### config.mk
export PLATFORM = sky130hd
export DESIGN_NAME = msgout_builder
export DESIGN_NICKNAME = d
export VERILOG_FILES = /design/src/rtl/msgout_pkg.sv /design/src/rtl/msgout_ident_fmt.sv /design/src/rtl/msgout_tx_port.sv /design/src/rtl/msgout_builder.sv
export SDC_FILE = /design/constraint.sdc
export NUM_CORES = 1
export LEC_CHECK = 0
export ABC_AREA = 0
export CORE_ASPECT_RATIO = 2
export CORE_MARGIN = 2
export CORE_UTILIZATION = 50
export CTS_BUF_LIST = sky130_fd_sc_hd__clkbuf_8
export CTS_CLUSTER_DIAMETER = 150
export CTS_CLUSTER_SIZE = 30
export DETAILED_ROUTE_END_ITERATION = 7
export PLACE_DENSITY = 0.83
export SYNTH_ARGS = -nofsm -noshare
export SYNTH_HDL_FRONTEND = slang
export SYNTH_SLANG_ARGS = --single-unit
### constraint.sdc
create_clock -name clk -period 2.05 [get_ports clk]
set_input_delay 0.3075 -clock clk [delete_from_list [all_inputs] [get_ports clk]]
set_output_delay 0.3075 -clock clk [all_outputs]
set_load 0.02 [all_outputs]
### src/rtl/msgout_pkg.sv
package msgout_pkg;
  localparam logic [7:0] IDENT_CODE  = 8'h80;
  localparam logic [7:0] NOP_CODE    = 8'h08;
  localparam logic [7:0] DISC_BIT    = 8'h40;
  localparam logic [7:0] TAGMSG_BASE = 8'h20;

  typedef enum logic [2:0] {
    ST_IDLE,
    ST_DISPATCH,
    ST_SEND,
    ST_CHECK,
    ST_NEXT,
    ST_HIRQ,
    ST_HWAIT
  } mo_state_t;
endpackage

### src/rtl/msgout_ident_fmt.sv
module msgout_ident_fmt
  import msgout_pkg::*;
#(
  parameter int LUN_W = 4,
  parameter int TT_W  = 2
) (
  input  logic [LUN_W-1:0] lun,
  input  logic             wide,
  input  logic             disc,
  input  logic [TT_W-1:0]  ttype,
  output logic [7:0]       ident_byte,
  output logic [7:0]       tag_byte
);
  localparam int TOP = LUN_W - 1;

  logic [7:0] lun_byte;
  logic [7:0] tt_byte;

  always_comb begin
    lun_byte = '0;
    lun_byte[LUN_W-1:0] = lun;
    if (!wide) lun_byte[TOP] = 1'b0;
    tt_byte = '0;
    tt_byte[TT_W-1:0] = ttype;
  end

  assign ident_byte = IDENT_CODE | (disc ? DISC_BIT : 8'h00) | lun_byte;
  assign tag_byte   = TAGMSG_BASE | tt_byte;
endmodule

### src/rtl/msgout_tx_port.sv
module msgout_tx_port #(
  parameter int DATA_W = 8
) (
  input  logic              clk,
  input  logic              rst,
  input  logic              load,
  input  logic [DATA_W-1:0] load_data,
  input  logic              load_last,
  input  logic              ready,
  output logic              valid,
  output logic [DATA_W-1:0] data,
  output logic              last,
  output logic              fire
);
  assign fire = valid & ready;

  always_ff @(posedge clk) begin
    if (rst) begin
      valid <= 1'b0;
      data  <= '0;
      last  <= 1'b0;
    end else if (load) begin
      valid <= 1'b1;
      data  <= load_data;
      last  <= load_last;
    end else if (fire) begin
      valid <= 1'b0;
    end
  end
endmodule

### src/rtl/msgout_builder.sv
module msgout_builder
  import msgout_pkg::*;
#(
  parameter int         LUN_W     = 4,
  parameter int         TT_W      = 2,
  parameter int         PHASE_W   = 3,
  parameter logic [2:0] MSGOUT_PH = 3'b110,
  parameter logic [7:0] HOST_CODE = 8'hFF
) (
  input  logic               clk,
  input  logic               rst,
  input  logic               start,
  input  logic [7:0]         pend_code,
  input  logic [LUN_W-1:0]   lun,
  input  logic               disc_en,
  input  logic               tag_en,
  input  logic [TT_W-1:0]    tag_type,
  input  logic [7:0]         tag_val,
  input  logic               mk_msg,
  input  logic               wide,
  input  logic [PHASE_W-1:0] bus_phase,
  input  logic               phase_strobe,
  input  logic               host_rsp,
  input  logic               host_phase_chg,
  input  logic [7:0]         host_byte,
  output logic [7:0]         byte_data,
  output logic               byte_valid,
  input  logic               byte_ready,
  output logic               atn,
  output logic               host_irq,
  output logic               done,
  output logic               clr_pending,
  output logic [7:0]         last_msg
);
  localparam logic [1:0] STEP_IDENT = 2'd0;
  localparam logic [1:0] STEP_TTYPE = 2'd1;

  mo_state_t state;
  logic [7:0]       code_q, tval_q;
  logic [LUN_W-1:0] lun_q;
  logic [TT_W-1:0]  tt_q;
  logic             disc_q, tag_q, mk_q, wide_q, to_host_q;
  logic [1:0]       step_q;

  logic [7:0] ident_byte, tag_byte;
  logic       ld, ld_last, tx_fire, tx_last;
  logic [7:0] ld_data;
  logic       in_msgout;

  assign in_msgout = (bus_phase == MSGOUT_PH);

  msgout_ident_fmt #(.LUN_W(LUN_W), .TT_W(TT_W)) u_fmt (
    .lun(lun_q), .wide(wide_q), .disc(disc_q), .ttype(tt_q),
    .ident_byte(ident_byte), .tag_byte(tag_byte)
  );

  msgout_tx_port #(.DATA_W(8)) u_tx (
    .clk(clk), .rst(rst), .load(ld), .load_data(ld_data),
    .load_last(ld_last), .ready(byte_ready), .valid(byte_valid),
    .data(byte_data), .last(tx_last), .fire(tx_fire)
  );

  // Byte selection for the register stage
  always_comb begin
    ld      = 1'b0;
    ld_data = 8'h00;
    ld_last = 1'b0;
    unique case (state)
      ST_DISPATCH: begin
        if (code_q == IDENT_CODE) begin
          ld      = 1'b1;
          ld_data = ident_byte;
          ld_last = !(mk_q || tag_q);
        end else if (code_q != HOST_CODE) begin
          ld      = 1'b1;
          ld_data = code_q;
          ld_last = 1'b1;
        end
      end
      ST_NEXT: begin
        ld      = 1'b1;
        ld_data = (step_q == STEP_TTYPE) ? tag_byte : tval_q;
        ld_last = (step_q != STEP_TTYPE);
      end
      ST_HWAIT: begin
        if (host_rsp && !host_phase_chg) begin
          ld      = 1'b1;
          ld_data = host_byte;
          ld_last = 1'b1;
        end
      end
      default: ;
    endcase
  end

  always_ff @(posedge clk) begin
    if (rst) begin
      state       <= ST_IDLE;
      code_q      <= NOP_CODE;
      tval_q      <= '0;
      lun_q       <= '0;
      tt_q        <= '0;
      disc_q      <= 1'b0;
      tag_q       <= 1'b0;
      mk_q        <= 1'b0;
      wide_q      <= 1'b0;
      to_host_q   <= 1'b0;
      step_q      <= STEP_IDENT;
      atn         <= 1'b0;
      host_irq    <= 1'b0;
      done        <= 1'b0;
      clr_pending <= 1'b0;
      last_msg    <= NOP_CODE;
    end else begin
      host_irq    <= 1'b0;
      done        <= 1'b0;
      clr_pending <= 1'b0;
      if (ld) begin
        state <= ST_SEND;
        if (ld_last) atn <= 1'b0;
      end
      unique case (state)
        ST_IDLE: begin
          if (start) begin
            code_q <= pend_code;
            lun_q  <= lun;
            disc_q <= disc_en;
            tag_q  <= tag_en;
            tt_q   <= tag_type;
            tval_q <= tag_val;
            mk_q   <= mk_msg;
            wide_q <= wide;
            atn    <= 1'b1;
            state  <= ST_DISPATCH;
          end
        end
        ST_DISPATCH: begin
          step_q    <= STEP_IDENT;
          to_host_q <= (code_q == IDENT_CODE) && mk_q;
          if (code_q == HOST_CODE) state <= ST_HIRQ;
        end
        ST_SEND: begin
          if (tx_fire) begin
            if (to_host_q) begin
              to_host_q <= 1'b0;
              state     <= ST_HIRQ;
            end else begin
              state <= ST_CHECK;
            end
          end
        end
        ST_CHECK: begin
          if (phase_strobe) begin
            if (tx_last && in_msgout) begin
              atn   <= 1'b1;
              state <= ST_DISPATCH;
            end else if (tx_last || !in_msgout) begin
              done        <= 1'b1;
              clr_pending <= 1'b1;
              atn         <= 1'b0;
              last_msg    <= code_q;
              state       <= ST_IDLE;
            end else begin
              step_q <= step_q + 2'd1;
              state  <= ST_NEXT;
            end
          end
        end
        ST_NEXT: ;
        ST_HIRQ: begin
          host_irq <= 1'b1;
          state    <= ST_HWAIT;
        end
        ST_HWAIT: begin
          if (host_rsp && host_phase_chg) begin
            done        <= 1'b1;
            clr_pending <= 1'b1;
            atn         <= 1'b0;
            last_msg    <= code_q;
            state       <= ST_IDLE;
          end
        end
        default: state <= ST_IDLE;
      endcase
    end
  end
endmodule

==> impl_metrics.py <==
metrics = {
    "global_routing": {
        "grt_pass1_vias": 2388,
        "grt_pass1_wl_microns": 10880,
        "antenna_found_initial": 0,
        "grt_overflow_total": 0,
        "grt_max_degree": 41,
        "grt_use_total_pct": 27.25,
    },
    "floorplan": {
        "die_h_microns": 101.4,
        "fp.coreArea_sq_um": 4598,
        "ioPinCount": 65,
        "initial_core_util_pct": 51.62,
        "rows": 35,
        "dieWidth_microns": 52.72,
        "die-area_sq_um": 5348,
    },
    "logic_synthesis": {
        "synth.distinct_cells": 51,
        "ys_ff_latch": 53,
        "yosysMostFrequentCell": "nand2_1",
        "syn-num-nets": 335,
        "syn-instance-count": 290,
        "avgSynthCellArea_sq_um": 8.185,
        "seq_area_frac_synth_pct": 44.70,
        "synth_area_leader_cell": "dfxtp_1",
        "ys_warn_count": 0,
        "synthDominantCellAreaShare_pct": 44.70,
        "synthTopCellsByCount": "65 x nand2_1, 53 x dfxtp_1, 44 x a21oi_1",
        "netlist_area_sq_um": 2374,
        "async_reset_ff_share_pct": 0,
        "synth_edf_count": 0,
        "yosys-top-cells-area": "dfxtp_1 45%, nand2_1 10%, a21oi_1 9.3%",
        "ys.flop_type": "dfxtp_1",
    },
    "pwr": {
        "intPower_mw": 1.523,
        "p_leak_nw": 1.145,
        "peakVddDrop_mv": 0.6222,
        "pwr-share-clk_pct": 26.7,
        "p_per_area_nw_per_um2": 651.5,
        "combPwrFrac_pct": 19.5,
        "finalPower_mw": 2.110,
        "seqPwrFrac_pct": 53.8,
        "netSwitchingPower_uw": 587.0,
        "swShare_pct": 27.82,
    },
    "sta": {
        "timing.final.ws_setup_ns": 0.2131,
        "min_period_ns": 1.837,
        "maxSlewHeadroom_pct": 73.16,
        "drv_slew": 0,
        "max_freq_mhz": 544.4,
        "clock_skew_ns": 0.007168,
        "rsz0062_at_grt": "false",
        "setup_viol_count_final": 0,
        "tightest_slew_ns": 0.4026,
        "hold_viol_final": 0,
        "fin_hold_ws_ns": 0.4586,
        "tns_ns": 0,
        "finalCritPeriodShare_pct": 89.60,
    },
    "cells_and_area": {
        "nFillCells": 385,
        "fin_nets": 408,
        "syn_to_final_growth_pct": 36.43,
        "drive_above_1_share_pct": 9.642,
        "regArea_sq_um": 1061,
        "antennaDiodeCount": 0,
        "multi_input_area_sq_um": 1217,
        "design_area_sq_um": 3238,
    },
    "worst_setup_path": {
        "cp-start-kind": "register",
        "path_buf_inv": 0,
        "cp.required_ns": 2.28,
        "slowest_delay_ns": 0.55,
        "path_max_fanout": 5,
        "worstSetupEndpointType": "register",
        "critPathArrivalTime_ns": 2.07,
        "critical_path.top_delay_family": "simple AND/OR/NAND/NOR gates",
        "crit_type": "reg2reg",
        "cp_slowest_cell": "or4b_4",
        "worstPathCellList": "or4b_4, or3_1, a211oi_2, o2bb2ai_1",
    },
    "routing": {
        "drt_pre_antenna_iters": 4,
        "wl_microns": 6734,
        "viasPerCell": 5.821,
        "avgRoutedWirePerCell_microns": 16.11,
        "vias": 2433,
        "detail-route-antenna-nets": 0,
        "drt-initial-drc-count": 88,
        "drc": 0,
    },
    "clock_network": {
        "cts-root-buf": "clkbuf_8",
        "cts_tree": "yes",
        "cts-resized-gates": 0,
        "clk_pin_slew_ns": 0.09,
        "cts.sinks": 53,
        "htreeDepth": 2,
        "postCtsSetupBuffers": 0,
        "numCtsBuffers": 5,
        "clock_latency_ns": 0.30,
        "cts.path.max_buffers": 2,
        "postCtsHoldBufs": 0,
    },
    "flow_run": {
        "max-cap-violations": 0,
    },
    "place": {
        "place.port_buffers": 64,
        "placed_area_sq_um": 3157,
        "dp_hpwl_microns": 5059,
        "gp_congestion": 0.8610,
        "place_ws_ns": 0.1338,
    },
    "worst_hold_path": {
        "min_path_type": "reg2reg",
    },
    "outcome": {
        "status": "complete, no violations",
    },
}
-- final timing paths --
| check | end | cells after the start | startpoint | slack (ns) |
|---|---|---|---|---|
| worst max-delay path | atn | 4 | code_q[5] | 0.21 |
| worst min-delay path | tval_q[0] | 2 | tval_q[0] | 0.46 |
| worst max register to register | atn | 4 | code_q[5] | 0.21 |
| worst min register to register | tval_q[0] | 2 | tval_q[0] | 0.46 |
-- through the flow --
step	instances	util [%]
final	418	70.42
after global routing	418	70.42
after CTS	418	70.42
after detailed placement	411	68.65
after global placement	411	68.65
after floorplan	290	-
-- final cells by class --
cell class,instances,area share (%)
sequential,53,32.77
inverter,5,0.5796
clock inverter,2,0.3864
timing repair buffer,84,24.42
clock buffer,5,2.125
tap,55,2.125
multi-input combinational,214,37.60
-- flip-flops by register name, summed over array words and instances, names as in the netlist, 2 cells and up --
name       cells
code_q         8
last_msg       8
tval_q         8
u_tx.data      8
lun_q          4
state          3
step_q         2
tt_q           2
-- power by group through the flow --
stage	registers, mW	clock network [mW]	logic, mW
2_1_floorplan	1.17	0	0.196
5_1_grt	1.14	0.623	0.451
3_5_place_dp	1.16	0	0.408
4_1_cts	1.13	0.568	0.410
6_report	1.13	0.564	0.411
3_3_place_gp	1.15	0	0.401
-- metal layers --
metal | up-vias | track usage (%) | share of wire (%)
met3 | 27 | 3.687 | 3.5
li1 | 1190 | - | -
met1 | 1133 | 30.57 | 36
met2 | 83 | 47.88 | 56
met5 | - | 0 | 0
met4 | 0 | 14.60 | 4.6
-- kinds of logic (layout without fill, tap and decap cells) --
family	Yosys count	in the layout	share of synthesized area, %
AOI/OAI and AO/OA	88	88	24.35
adders and majority gates	1	1	0.5271
and+or+nand+nor	123	123	25.57
muxes	2	2	0.8435
buffers and inverters	23	96	4.006
DFF	53	53	44.70
-- worst register-to-register path, stage by stage, from the launching register on --
cell and delay (ns):
dfxtp_1 0.37, or4b_4 0.55, or3_1 0.41, a211oi_2 0.29
o2bb2ai_1 0.15
-- layout by cell type, fill, tap and decap left out, drive strengths merged, types with 9 or more instances in the layout --
| cell | instances |
|---|---|
| nand2 | 65 |
| clkdlybuf4s50 | 64 |
| dfxtp | 53 |
| a21oi | 44 |
| buf | 20 |
| nand3 | 13 |
| nor2 | 11 |
| o21ai | 9 |
| nor3 | 9 |
(Power assumes the default switching activity.)
